<file path="src/rtl/manTxPkg.sv">
package manTxPkg;
  typedef enum logic [1:0] {
    ST_IDLE = 2'd0,
    ST_SEND = 2'd1,
    ST_HOLD = 2'd2
  } txState_e;

  localparam logic [1:0] LINE_ZERO = 2'b00;
  localparam logic [1:0] LINE_POS  = 2'b10;
  localparam logic [1:0] LINE_NEG  = 2'b01;

  // strobes from control to datapath, at most one set per reference cycle
  typedef struct packed {
    logic takeBit;     // capture txData, drive first half-cell
    logic secondHalf;  // drive inverted half-cell
    logic forceHigh;   // frame termination / post-frame hold
    logic goIdle;      // drive the selected idle level
  } txStrobe_t;
endpackage

</file>
<file path="src/rtl/manTxCtrl.sv">
module manTxCtrl
  import manTxPkg::*;
#(
  parameter int HOLD_CYCLES = 4
) (
  input  logic      refClk,
  input  logic      rstN,
  input  logic      txEn,
  output logic      txClk,
  output txStrobe_t stb
);
  localparam int CNT_W = (HOLD_CYCLES > 2) ? $clog2(HOLD_CYCLES) : 1;
  localparam logic [CNT_W-1:0] HOLD_LOAD = CNT_W'(HOLD_CYCLES - 1);

  logic             phase;
  txState_e         state;
  logic [CNT_W-1:0] holdCnt;
  logic             sampleEdge;

  // the edge at which phase leaves 0 is the rising edge of txClk
  assign sampleEdge = ~phase;
  assign txClk      = phase;

  always_ff @(posedge refClk) begin
    if (!rstN) begin
      phase   <= 1'b0;
      state   <= ST_IDLE;
      holdCnt <= '0;
    end else begin
      phase <= ~phase;
      case (state)
        ST_IDLE: if (sampleEdge && txEn) state <= ST_SEND;
        ST_SEND: if (sampleEdge && !txEn) begin
          state   <= ST_HOLD;
          holdCnt <= HOLD_LOAD;
        end
        ST_HOLD: begin
          if (holdCnt == '0) state <= ST_IDLE;
          else holdCnt <= holdCnt - 1'b1;
        end
        default: state <= ST_IDLE;
      endcase
    end
  end

  always_comb begin
    stb            = '0;
    stb.takeBit    = sampleEdge && txEn && (state == ST_IDLE || state == ST_SEND);
    stb.secondHalf = !sampleEdge && (state == ST_SEND);
    stb.forceHigh  = (state == ST_SEND && sampleEdge && !txEn) ||
                     (state == ST_HOLD && holdCnt != '0);
    stb.goIdle     = (state == ST_IDLE && !stb.takeBit) ||
                     (state == ST_HOLD && holdCnt == '0);
  end

  AST_CLK_TOGGLE: assert property (@(posedge refClk) disable iff (!rstN)
    1'b1 |=> txClk != $past(txClk));
  AST_HOLD_EXIT: assert property (@(posedge refClk) disable iff (!rstN)
    (state == ST_HOLD && holdCnt == '0) |=> state == ST_IDLE);
  AST_ONE_STROBE: assert property (@(posedge refClk) disable iff (!rstN)
    $onehot0(stb));
endmodule

</file>
<file path="src/rtl/manTxDp.sv">
module manTxDp
  import manTxPkg::*;
(
  input  logic       refClk,
  input  logic       rstN,
  input  logic       txData,
  input  logic       idleZero,
  input  txStrobe_t  stb,
  output logic [1:0] lineState
);
  logic bitReg;

  always_ff @(posedge refClk) begin
    if (!rstN) begin
      bitReg    <= 1'b0;
      lineState <= LINE_ZERO;
    end else if (stb.takeBit) begin
      bitReg    <= txData;
      lineState <= txData ? LINE_NEG : LINE_POS;
    end else if (stb.secondHalf) begin
      lineState <= bitReg ? LINE_POS : LINE_NEG;
    end else if (stb.forceHigh) begin
      lineState <= LINE_POS;
    end else if (stb.goIdle) begin
      lineState <= idleZero ? LINE_ZERO : LINE_POS;
    end
  end

  AST_NO_BOTH: assert property (@(posedge refClk) disable iff (!rstN)
    lineState != 2'b11);
  AST_MID_FLIP: assert property (@(posedge refClk) disable iff (!rstN)
    stb.secondHalf |=> lineState == {$past(lineState[0]), $past(lineState[1])});
endmodule

</file>
<file path="src/rtl/manTxEncoder.sv">
module manTxEncoder
  import manTxPkg::*;
#(
  parameter int HOLD_CYCLES = 4
) (
  input  logic       refClk,
  input  logic       rstN,
  input  logic       txEn,
  input  logic       txData,
  input  logic       idleZero,
  output logic       txClk,
  output logic [1:0] lineState
);
  txStrobe_t stb;

  manTxCtrl #(.HOLD_CYCLES(HOLD_CYCLES)) ctrl (
    .refClk (refClk),
    .rstN   (rstN),
    .txEn   (txEn),
    .txClk  (txClk),
    .stb    (stb)
  );

  manTxDp dp (
    .refClk    (refClk),
    .rstN      (rstN),
    .txData    (txData),
    .idleZero  (idleZero),
    .stb       (stb),
    .lineState (lineState)
  );

  AST_END_HIGH: assert property (@(posedge refClk) disable iff (!rstN)
    stb.forceHigh |=> lineState == LINE_POS);
endmodule

</file>
<file path="config.mk">
export PLATFORM = sky130hd
export DESIGN_NAME = manTxEncoder
export DESIGN_NICKNAME = d
export VERILOG_FILES = /design/src/rtl/manTxPkg.sv /design/src/rtl/manTxCtrl.sv /design/src/rtl/manTxDp.sv /design/src/rtl/manTxEncoder.sv
export SDC_FILE = /design/constraint.sdc
export NUM_CORES = 1
export LEC_CHECK = 0
export BUFFER_PORTS_ARGS = -buffer_cell sky130_fd_sc_hd__buf_2
export CAP_MARGIN = 25
export CORE_AREA = 2 2 39 41
export DETAILED_ROUTE_END_ITERATION = 10
export DIE_AREA = 0 0 41 43
export PLACE_DENSITY = 0.52
export SLEW_MARGIN = 10
export SYNTH_ARGS = -nofsm -noshare
export SYNTH_HDL_FRONTEND = slang
export SYNTH_HIERARCHICAL = 1
export SYNTH_SLANG_ARGS = --single-unit
</file>
<file path="constraint.sdc">
create_clock -name refClk -period 5.2 [get_ports refClk]
set_input_delay 0.52 -clock refClk [delete_from_list [all_inputs] [get_ports refClk]]
set_output_delay 0.52 -clock refClk [all_outputs]
set_load 0.005 [all_outputs]
</file>
Yosys cells after proc, flatten, opt, wreduce, memory -nomap -nowiden
Index checks and enable logic that the tools add are counted.
{ "op_classes": {"add_sub_neg": 1, "n_eq_ne": 6, "mux": 14, "bitwise_logic": 1, "reduce_logical": 21} }
{ "ops": {"columns": ["cell", "count"], "rows": [
  ["2-to-1 mux 2 bit", 12],
  ["logical AND 1 bit", 9],
  ["!= test 2 x 1 -> 1 bit, second input constant", 3],
  ["one-hot mux 2 bit (3 select lines)", 1],
  ["AND reduction 3 bit", 2],
  ["logical NOT 2 bit", 2],
  ["one-hot mux 2 bit (2 select lines)", 1],
  ["nonzero test 2 bit", 2],
  ["nonzero test 4 bit", 1],
  ["logical OR 1 bit", 3],
  ["== test 2 x 1 -> 1 bit, second input constant", 1],
  ["== test 2 bit, second input constant", 1],
  ["logical NOT 1 bit", 2],
  ["!= test 2 bit, second input constant", 1],
  ["subtractor 2 x 1 -> 2 bit, second input constant", 1],
  ["NOT 1 bit", 1]
]} }
{ "totals": {"ff_bits": 8, "output_inout_bits": 3, "wordCells": 48} }

Longest topological paths before layout
{ "logic_depth": {"depth_word": 10, "mapped_depth": 7} }

Cells and area by module
The synthesis kept the hierarchy.
{ "by_module_without_submodules": {"columns": ["mod", "n_inst", "cells_each", "area_per_inst_um2"], "rows": [
  ["manTxCtrl", 1, 23, 240.2],
  ["manTxDp", 1, 17, 153.9]
]} }

Worst setup path after synthesis
Ideal clock, no wire load.
{ "synth_timing": {"path_type": "input to register", "start": "input port txEn", "end": "register dp.lineState[0]", "setup_time_ns": 0.126, "arrival_ns": 1.694, "setup_slack_ns": 3.380, "path_stages": 5, "path_buffers": 0, "cell_sequence": "nor3b_1 -> nor3_1 -> or4_4 -> o21ai_0 -> nor3_1"} }
{ "synth_lines": {"columns": ["element", "line", "rtl"], "rows": [
  ["start: declaration", "manTxEncoder.sv:8", "input logic txEn,"],
  ["end signal: assignment", "manTxDp.sv:19", "lineState <= txData ? LINE_NEG : LINE_POS;"],
  ["end signal: assignment", "manTxDp.sv:21", "lineState <= bitReg ? LINE_POS : LINE_NEG;"],
  ["end signal: assignment", "manTxDp.sv:25", "lineState <= idleZero ? LINE_ZERO : LINE_POS;"],
  ["end: declaration", "manTxDp.sv:9", "output logic [1:0] lineState"]
]} }

==> impl_metrics.yaml <==
run_status:
  status: "completed"
placed_design:
  pre_cts_slack_ps: 3100
  dp_hpwl_um: 523
  gp_routability_congestion: 0.619
  numPortBuffers: 7
clock_network:
  cts-root-buf: "clkbuf_4"
  ctsHoldBuffers: 0
  cts_max_level: 1
  clock-sinks: 8
  post_cts_buffers: 0
  insertion_delay_ps: 250
  clk_pin_slew_ps: 60
  clockBufferDepth: 2
  cts_made_buffers: 3
  cts_tree: "yes"
  cts_resized: 0
setup_path:
  reg2reg_depth: 5
  rrSetupSlack_ps: 3390
  cpMaxStageDelayCell: "nor3b_1"
  path_buf_inv: 0
  startpoint_type: "flip-flop"
  crit_path_end_kind: "flip-flop"
  critPathTopFamily: "simple AND/OR/NAND/NOR gates"
  r2r_end: "dp/lineState[0]"
  slowest_delay_ps: 570
  cpMostUsedCell: "nor3_1"
  crit_fanout: 6
  criticalPathCategory: "flip-flop to flip-flop"
  worstPathCellList: "nor3b_1 -> nor3_1 -> or4_4 -> o21ai_0 -> nor3_1"
  crit_required_ps: 5340
  rr_startpoint: "ctrl/state[1]"
  critPathArrivalTime_ps: 1950
synth:
  synth-adder-area-share: 0.0317
  synthXorXnorAreaFrac: 0
  synth_compound_area_frac: 0.143
  yosysWarnings: 6
  syn_inst: 40
  synth_mux_area_frac: 0.0508
  synth_top_family_by_area: "simple AND/OR/NAND/NOR gates"
  synth.largest_area_cell: "dfxtp_1"
  syn_nets: 46
  yosysUniqueCellTypes: 18
  synthSimpleGateAreaFrac: 0.340
  ys_ff_latch: 8
  synthesis.area_um2: 394
  synth_top_area_share: 0.406
  syn_avg_cell_area_um2: 9.85
  synth.yosys.seq_area_share: 0.406
  synth.area.top_cells: "dfxtp_1 41%, nor2b_1 7.9%, nor3_1 6.3%"
timing:
  fin_tns_setup_ps: 0
  setup_violations: 0
  period_share: 0.349
  relSlewSlack: 0.568
  grt_setup_unrepaired: "no"
  fin_ws_ps: 3390
  maxClockFrequency_mhz: 551
  final-hold-violation-count: 0
  tightest_slew_ps: 646
  drv_slew: 0
  skew_ps: 3.30
  hold_slack_ps: 499
  fin_crit_ps: 1810
routing:
  drt-total-wl_um: 727
  routed_via_density: 4.76
  dr.pass1.iters: 2
  vias: 314
  drt_iter0_markers: 3
  drc: 0
  route.antenna.remaining_nets: 0
  routedWlPerCell_um: 11.0
power:
  p_clk_frac: 0.353
  power_frac_seq: 0.499
  p_int_uw: 103
  p_sw_uw: 35.2
  ir_drop_v: 0.0000852
  comb_power_share: 0.148
  switching_share: 0.254
  leakage_nw: 0.218
  total_power_uw: 139
  p_per_area_nw_per_um2: 294
finish:
  drive_gt1_frac: 0.320
  diodes: 0
  fin_nets: 58
  final_util: 0.341
  flow.area_growth_from_synthesis_pct: 19.7
global_route:
  grt_pass1_wl_um: 1170
  antenna_found_initial: 0
  grt_pass1_vias: 287
  global_route.usage.total: 0.107
  grt_max_degree: 11
  overflow: 0
min_path:
  min_path_cells: 1
  hold_end: "ctrl/holdCnt[1]"
  hold_path.startpoint: "ctrl/holdCnt[1]"
  hold_class: "flip-flop to flip-flop"
die:
  dieArea_um2: 1760
  die_w_um: 41
  io_pins: 8
  die_height_um: 43
  initial_utilization: 0.285
  rows: 14
  coreArea_um2: 1380
flow_run:
  max_cap_violations: 0
[kinds of logic after synthesis]
group                      count (synthesis)
muxes                                      2
DFF                                        8
and+or+nand+nor                           20
adders and majority gates                  1
AOI/OAI and AO/OA                          6
buffers and inverters                      3
[synthesized netlist by cell type]
library cell,n
nor3b_1,2
nor3b_4,1
and3b_2,1
dfxtp_1,8
a21o_2,1
mux2i_1,2
o21ai_0,1
o211a_1,2
ha_1,1
nor2_1,1
nor3_1,5
a221o_2,1
nand2_1,3
and2_2,1
o41a_1,1
inv_1,3
or4_4,1
nor2b_1,5
[registers in the layout, summed over array words and instances, names as in the netlist]
name	flops
ctrl/txClk	1
dp/lineState	2
ctrl/state	2
ctrl/holdCnt	2
dp/bitReg	1
[layer usage]
layer / track usage / up-vias / share of wire
li1: - / 166 / -
met1: 0.119 / 141 / 0.50
met2: 0.144 / 5 / 0.44
met3: 0.0314 / 2 / 0.044
met4: 0.120 / 0 / 0.019
met5: 0 / - / 0
[placed cells by master, fill, tap and decap left out, drive strengths merged, types with 2 or more instances in the layout]
| cell | synthesis | layout |
|---|---|---|
| dfxtp | 8 | 8 |
| buf | 0 | 7 |
| nor3 | 5 | 5 |
| nor2b | 5 | 5 |
| clkbuf | 0 | 3 |
| inv | 3 | 3 |
| nand2 | 3 | 3 |
| nor3b | 3 | 3 |
| o211a | 2 | 2 |
| mux2i | 2 | 2 |
[power by group through the flow]
stage / Combinational (mW) / Sequential, mW / Clock [mW]
after global placement: 0.0205 / 0.0705 / 0
after global routing: 0.0234 / 0.0698 / 0.0548
after floorplan: 0.0137 / 0.0704 / 0
after CTS: 0.0209 / 0.0692 / 0.0515
after detailed placement: 0.0207 / 0.0706 / 0
final: 0.0205 / 0.0691 / 0.0490
[per-stage QoR]
stage | instances | cell area, um2
2_1_floorplan | 40 | 394
3_3_place_gp | 63 | 449
3_5_place_dp | 63 | 449
4_1_cts | 66 | 472
5_1_grt | 66 | 472
6_report | 66 | 472
[worst reg2reg max path, stage by stage, from the launching register on]
cell,delay [ps]
dfxtp_1,350
nor3b_1,570
nor3_1,120
or4_4,440
o21ai_0,160
nor3_1,60
[worst max-delay path by stage]
stage	start	endpoint	slack [ps]	cells past startpoint
6_report	ctrl/state[1]	dp/lineState[0]	3390	5
3_3_place_gp	txEn	dp/lineState[0]	3110	6
4_1_cts	ctrl/txClk	dp/lineState[0]	3340	5
5_1_grt	ctrl/state[1]	dp/lineState[0]	3180	5
2_1_floorplan	txEn	dp/lineState[0]	3380	5
3_5_place_dp	txEn	dp/lineState[0]	3100	6
[final cells by class]
cell class,instances,area [um2]
Fill cell,161,912
Timing Repair Buffer,7,35.0
Sequential cell,8,160
Tap cell,16,20.0
Inverter,3,11.3
Clock buffer,3,22.5
Multi-Input combinational cell,29,223
(Power assumes the default switching activity.)
